==> config.mk <==
export PLATFORM = sky130hd
export DESIGN_NAME = coef_quantizer
export DESIGN_NICKNAME = d
export VERILOG_FILES = /design/src/rtl/cq_pkg.sv /design/src/rtl/cq_block_seq.sv /design/src/rtl/cq_scale_sel.sv /design/src/rtl/cq_pipe.sv /design/src/rtl/coef_quantizer.sv
export SDC_FILE = /design/constraint.sdc
export NUM_CORES = 1
export LEC_CHECK = 0
export CAP_MARGIN = 20
export CORE_MARGIN = 2
export CORE_UTILIZATION = 59
export CTS_BUF_LIST = sky130_fd_sc_hd__clkbuf_16
export DETAILED_ROUTE_END_ITERATION = 10
export GPL_TIMING_DRIVEN = 1
export PLACE_DENSITY = 0.8
export SYNTH_ARGS = -nofsm -noshare
export SYNTH_HDL_FRONTEND = slang
export SYNTH_SLANG_ARGS = --single-unit
==> constraint.sdc <==
create_clock -name clk -period 9.86 [get_ports clk]
set_input_delay 1.972 -clock clk [delete_from_list [all_inputs] [get_ports clk]]
set_output_delay 1.972 -clock clk [all_outputs]
set_load 0.02 [all_outputs]
==> src/rtl/cq_pkg.sv <==
package cq_pkg;
    localparam int MF_W  = 14;
    localparam int QP_W  = 6;
    localparam int SH_W  = 5;
    localparam int QP_MAX = 51;

    typedef enum logic [1:0] {CLS_EVEN = 2'd0, CLS_ODD = 2'd1, CLS_MIX = 2'd2} pos_cls_e;

    function automatic logic [MF_W-1:0] mf_lookup(input logic [2:0] m, input pos_cls_e cls);
        logic [MF_W-1:0] e, o, x;
        case (m)
            3'd0:    begin e = 14'd13107; o = 14'd5243; x = 14'd8066; end
            3'd1:    begin e = 14'd11916; o = 14'd4660; x = 14'd7490; end
            3'd2:    begin e = 14'd10082; o = 14'd4194; x = 14'd6554; end
            3'd3:    begin e = 14'd9362;  o = 14'd3647; x = 14'd5825; end
            3'd4:    begin e = 14'd8192;  o = 14'd3355; x = 14'd5243; end
            default: begin e = 14'd7282;  o = 14'd2893; x = 14'd4559; end
        endcase
        case (cls)
            CLS_EVEN: return e;
            CLS_ODD:  return o;
            default:  return x;
        endcase
    endfunction
endpackage

==> src/rtl/cq_block_seq.sv <==
module cq_block_seq
    import cq_pkg::*;
#(
    parameter int POS_W = 4
) (
    input  logic             clk,
    input  logic             rst_n,
    input  logic             in_valid,
    input  logic [QP_W-1:0]  qp_in,
    output logic [POS_W-1:0] pos,
    output logic [QP_W-1:0]  qp_eff
);
    typedef struct packed {
        logic [POS_W-1:0] cnt;
        logic [QP_W-1:0]  qp;
    } seq_t;

    seq_t st_d, st_q;
    logic [QP_W-1:0] qp_clamped;

    always_comb begin
        qp_clamped = (qp_in > QP_W'(QP_MAX)) ? QP_W'(QP_MAX) : qp_in;
        st_d       = st_q;
        qp_eff     = (st_q.cnt == '0) ? qp_clamped : st_q.qp;
        pos        = st_q.cnt;
        if (in_valid) begin
            st_d.cnt = st_q.cnt + POS_W'(1);
            if (st_q.cnt == '0) begin
                st_d.qp = qp_clamped;
            end
        end
    end

    always_ff @(posedge clk or negedge rst_n) begin
        if (!rst_n) begin
            st_q <= '0;
        end else begin
            st_q <= st_d;
        end
    end
endmodule

==> src/rtl/cq_scale_sel.sv <==
module cq_scale_sel
    import cq_pkg::*;
#(
    parameter int POS_W = 4
) (
    input  logic [POS_W-1:0] pos,
    input  logic [QP_W-1:0]  qp,
    output logic [MF_W-1:0]  mf,
    output logic [SH_W-1:0]  shift
);
    localparam int HALF = POS_W / 2;

    logic [QP_W-1:0] qp_div;
    logic [QP_W-1:0] qp_mod;
    logic            row_odd, col_odd;
    pos_cls_e        cls;

    always_comb begin
        qp_div  = qp / QP_W'(6);
        qp_mod  = qp - QP_W'(qp_div * QP_W'(6));
        row_odd = pos[HALF];
        col_odd = pos[0];
        if (!row_odd && !col_odd) begin
            cls = CLS_EVEN;
        end else if (row_odd && col_odd) begin
            cls = CLS_ODD;
        end else begin
            cls = CLS_MIX;
        end
        mf    = mf_lookup(qp_mod[2:0], cls);
        shift = SH_W'(15) + SH_W'(qp_div);
    end
endmodule

==> src/rtl/cq_pipe.sv <==
module cq_pipe
    import cq_pkg::*;
#(
    parameter int COEF_W = 16,
    parameter int POS_W  = 4
) (
    input  logic                     clk,
    input  logic                     rst_n,
    input  logic                     in_valid,
    input  logic signed [COEF_W-1:0] in_coef,
    input  logic [MF_W-1:0]          mf,
    input  logic [SH_W-1:0]          shift,
    input  logic [POS_W-1:0]         pos,
    output logic                     out_valid,
    output logic signed [COEF_W-1:0] out_level,
    output logic [POS_W-1:0]         out_pos
);
    localparam int ACC_W = COEF_W + MF_W + 1;

    typedef struct packed {
        logic              v;
        logic              neg;
        logic [COEF_W-1:0] mag;
        logic [MF_W-1:0]   mf;
        logic [SH_W-1:0]   sh;
        logic [POS_W-1:0]  pos;
    } s1_t;

    typedef struct packed {
        logic              v;
        logic [COEF_W-1:0] lvl;
        logic [POS_W-1:0]  pos;
    } s2_t;

    s1_t s1_d, s1_q;
    s2_t s2_d, s2_q;
    logic [ACC_W-1:0]  prod, rnd, acc, quo;
    logic [COEF_W-1:0] qmag;

    always_comb begin
        s1_d.v   = in_valid;
        s1_d.neg = in_coef[COEF_W-1];
        s1_d.mag = in_coef[COEF_W-1] ? (~in_coef + COEF_W'(1)) : in_coef;
        s1_d.mf  = mf;
        s1_d.sh  = shift;
        s1_d.pos = pos;

        prod = ACC_W'(s1_q.mag) * ACC_W'(s1_q.mf);
        rnd  = (ACC_W'(1) << s1_q.sh) / ACC_W'(3);
        acc  = prod + rnd;
        quo  = acc >> s1_q.sh;
        qmag = quo[COEF_W-1:0];

        s2_d.v   = s1_q.v;
        s2_d.lvl = s1_q.neg ? (~qmag + COEF_W'(1)) : qmag;
        s2_d.pos = s1_q.pos;
    end

    always_ff @(posedge clk or negedge rst_n) begin
        if (!rst_n) begin
            s1_q <= '0;
            s2_q <= '0;
        end else begin
            s1_q <= s1_d;
            s2_q <= s2_d;
        end
    end

    assign out_valid = s2_q.v;
    assign out_level = s2_q.lvl;
    assign out_pos   = s2_q.pos;
endmodule

==> src/rtl/coef_quantizer.sv <==
module coef_quantizer
    import cq_pkg::*;
#(
    parameter int COEF_W = 16,
    parameter int BLK    = 4
) (
    input  logic                     clk,
    input  logic                     rst_n,
    input  logic                     in_valid,
    input  logic signed [COEF_W-1:0] in_coef,
    input  logic [5:0]               qp_in,
    output logic                     out_valid,
    output logic signed [COEF_W-1:0] out_level,
    output logic [2*$clog2(BLK)-1:0] out_pos
);
    localparam int POS_W = 2 * $clog2(BLK);

    logic [POS_W-1:0] pos;
    logic [QP_W-1:0]  qp_eff;
    logic [MF_W-1:0]  mf;
    logic [SH_W-1:0]  shift;

    cq_block_seq #(.POS_W(POS_W)) u_seq (
        .clk(clk), .rst_n(rst_n), .in_valid(in_valid), .qp_in(qp_in),
        .pos(pos), .qp_eff(qp_eff)
    );

    cq_scale_sel #(.POS_W(POS_W)) u_sel (
        .pos(pos), .qp(qp_eff), .mf(mf), .shift(shift)
    );

    cq_pipe #(.COEF_W(COEF_W), .POS_W(POS_W)) u_pipe (
        .clk(clk), .rst_n(rst_n), .in_valid(in_valid), .in_coef(in_coef),
        .mf(mf), .shift(shift), .pos(pos),
        .out_valid(out_valid), .out_level(out_level), .out_pos(out_pos)
    );
endmodule

==> results by group <==
Setup path
  – R2r startpoint: u_pipe.s1_q[8]$_DFF_PN0_
  – Max Fanout on Critical Path: 6
  – Worst r2r dst: u_pipe.out_level[15]$_DFF_PN0_
  – CP startpoint kind: flip-flop
  – Top cell by count, worst path: fa_1
  – Critical path's top delay family: adder cells
  – Slowest CP cell: fa_1
  – Worst Path Buf+Inv: 8
  – Critical path required time: roughly 10,000 ps
  – Reg2Reg Depth: 41
  – WS Path Type: reg2reg
  – Reg2reg setup slack: 180 ps
  – Worst path max stage delay: 540 ps
  – Worst EP arrival: roughly 9900 ps
  – Crit end category: flip-flop

GRT
  – GRT Overall Usage: about two fifths
  – Vias in the first global route: 15,500
  – Initial antenna violation count: 0
  – Grt total ovfl: 0
  – First-pass GRT wire length: ~85,000 µm
  – Largest net degree at the start of global routing: 73

Floorplan
  – IO Count: 46
  – Die Area: ~28,000 µm²
  – Std-Cell Rows: 60
  – Initial Util: 59.6%
  – Core area: about 27,000 µm²
  – Die W: 168 µm
  – DIE HEIGHT: 168 µm

Yosys
  – Top cell type by total area after synthesis: fa_1
  – Distinct cells, synth: between 80 and 90
  – Ys Warns: 0
  – Netlist Area Pre-Place: ~16,000 µm²
  – Synth Instances: roughly 1,900
  – Mapped Avg Cell Area: about 8.2 µm²
  – Yosys reg bits: 72
  – Synth top area share: between 20% and 30%
  – Async set-reset flop share out of synthesis: 100%
  – Post-synth top flop: dfrtp_1
  – Number of synthesized flops with an enable pin: 0
  – Sequential area share after synthesis: 11.3%
  – Top post-synthesis cells by area: fa_1, dfrtp_1, ha_1, and2_1, inv_1
  – Syn_nets: 2,270

Routing
  – Vias per inst: roughly 6.5
  – Initial DRC Count: approximately 2,000
  – # DRC: 0
  – Post-route ant nets: 0
  – Routed WL per cell: roughly 22 µm
  – Drt total wl: 53,500 µm
  – DR pass1 iterations: 8
  – Vias: about 16,000

STA
  – Highest clock rate: between 100 and 150 MHz
  – Slew headroom: around 39%
  – Minimum clock period: between 9000 and 10,000 ps
  – Endpoints failing hold: 0
  – Final period util: ~98%
  – Final setup fails: 0
  – Layout Skew: between 9 and 10 ps
  – Final count of pins violating max slew: 0
  – Unrepaired setup endpoints after global routing: true
  – Worst-margin pin slew: around 910 ps

Place
  – Hpwl dp: 42,200 µm
  – PortBufs: 45
  – Global placement routability congestion: ~1.0
  – Placed instance count: between 2,000 and 2,500

Worst hold path
  – Min-Delay Path Class: reg2reg
  – Hold path cells: 0
  – Worst Min Path Start: u_pipe.s1_q[3]$_DFF_PN0_
  – Sink of the worst hold path: u_pipe.out_pos[3]$_DFF_PN0_

CTS
  – Clock sinks: 72
  – CTS tree: yes
  – Reg clk slew, reported paths: ~70 ps
  – Max Root-Sink Buffers: 2
  – Clock latency on the worst-skew pair: 340 ps
  – CTS Hold Bufs: 0
  – H-tree depth: 3
  – Total CTS buffers: 9
  – CTS root buffer: clkbuf_16

Cells and area
  – Final Non-Filler Cells: approximately 2,400
  – Area growth, synth to finish: 15.5%
  – # diodes: 0
  – Nets@finish: ~2,400
  – Layout cells sized above 1: between 10% and 20%

Outcome
  – Outcome: complete, no violations

Job
  – Max-Cap Viols: 0
==> worst register-to-register path: cells and delay by family (launching register included) <==
| family | cells | cell delay [ps] |
|---|---|---|
| muxes | 1 | 170 |
| and+or+nand+nor | 8 | 1340 |
| adders and majority gates | 8 | 3290 |
| buffers and inverters | 8 | 1040 |
| xor gates and xnor gates | 1 | 170 |
| DFF | 1 | 420 |
| AOI/OAI and AO/OA | 15 | 3120 |
==> area by class of cell <==
type,instances,area [µm²]
clock buffer,9,225
clock inverter,7,86.3
fill,2126,8310
inverter,230,863
multi-input combinational,1529,13200
sequential,72,1800
tap,341,427
timing repair buffer,227,1850
==> metal layers <==
metal | vias to the layer above | wire (µm) | global-route usage (%)
li1 | 6929 | - | -
met1 | 7633 | 21400 | 51.2
met2 | 848 | 24700 | 61.7
met3 | 186 | 4710 | 6.61
met4 | 0 | 2700 | 16.8
met5 | - | 0 | 0
==> through the flow <==
stage	utilization (%)	instance area (µm²)	setup TNS (ps)	hold slack, ps	setup slack, ps
after floorplan	-	15900	0	331	30.1
after global placement	66.2	17700	0	332	86.9
after global routing	68.9	18400	-1010	368	-154
after CTS	67.4	18000	0	353	30.1
after detailed placement	66.2	17700	-295	336	-61.1
final	68.9	18400	0	352	178
==> state kept, by name (all words and copies together) (netlist names) <==
name	cells
u_pipe.out_level	16
u_pipe.out_pos	4
u_pipe.out_valid	1
u_pipe.s1_q	41
u_seq.pos	4
u_seq.st_q	6
==> placed cells by master, fill, tap and decap left out, types with 23 or more instances in the layout <==
master / synthesis / final
xnor2_1: 31 / 30
ha_1: 105 / 104
a211oi_1: 35 / 27
nand3_1: 48 / 47
o21ai_0: 74 / 68
nor3_1: 37 / 33
and2_1: 205 / 205
nor2_1: 127 / 122
clkdlybuf4s50_1: 0 / 44
inv_1: 225 / 225
fa_1: 195 / 195
a22oi_1: 23 / 23
buf_4: 1 / 178
dfrtp_1: 72 / 71
nand2_1: 154 / 153
a21oi_1: 104 / 96
==> timing repair <==
action | 4_1_cts | 5_1_grt
resized for setup | 4 | 80
setup endpoints to repair | 5 | 15
pin swaps | 0 | 23
setup buffers | 0 | 8
cloned | 0 | 0
==> synth_stat cells (all sizes together), types with 8 or more instances <==
cell type,instances
nor2b,10
clkbuf,101
nand3,48
nand2,154
fa,195
and2,205
o21ai,76
mux2,9
ha,105
and3,18
a2111oi,12
a21o,15
o22ai,15
o211ai,19
nor4,22
a211oi,37
inv,226
buf,13
mux2i,21
nor3,37
o2111ai,10
or2,8
xnor2,31
a211o,13
a21oi,104
or3,19
nand4,11
xor2,16
nand2b,10
nor2,128
o31ai,11
a22oi,23
dfrtp,72
o21a,14
a31oi,21
==> worst max-delay path by stage <==
stage	startpoint	end	slack [ps]	depth (start not counted)
6_report	u_pipe.s1_q[8]$_DFF_PN0_	u_pipe.out_level[15]$_DFF_PN0_	180	41
5_1_grt	u_pipe.s1_q[8]$_DFF_PN0_	u_pipe.out_level[13]$_DFF_PN0_	-150	42
4_1_cts	u_pipe.s1_q[7]$_DFF_PN0_	u_pipe.out_level[14]$_DFF_PN0_	30	36
3_5_place_dp	u_pipe.s1_q[8]$_DFF_PN0_	u_pipe.out_level[15]$_DFF_PN0_	-60	39
3_3_place_gp	u_pipe.s1_q[8]$_DFF_PN0_	u_pipe.out_level[9]$_DFF_PN0_	90	37
2_1_floorplan	u_pipe.s1_q[4]$_DFF_PN0_	u_pipe.out_level[14]$_DFF_PN0_	30	41
==> kinds of logic (layout without fill, tap and decap cells) <==
kind of cell / after synthesis / count (layout) / share of synthesized area (%)
buffers and inverters: 344 / 473 / 8.20
muxes: 31 / 31 / 2.10
DFF: 72 / 72 / 11.3
xor gates and xnor gates: 48 / 48 / 2.72
AOI/OAI and AO/OA: 460 / 460 / 20.4
adders and majority gates: 301 / 301 / 32.8
and+or+nand+nor: 689 / 689 / 22.4
Power is not shown: default switching activity piles up to over one toggle a cycle in this logic, so the estimate is an artifact.
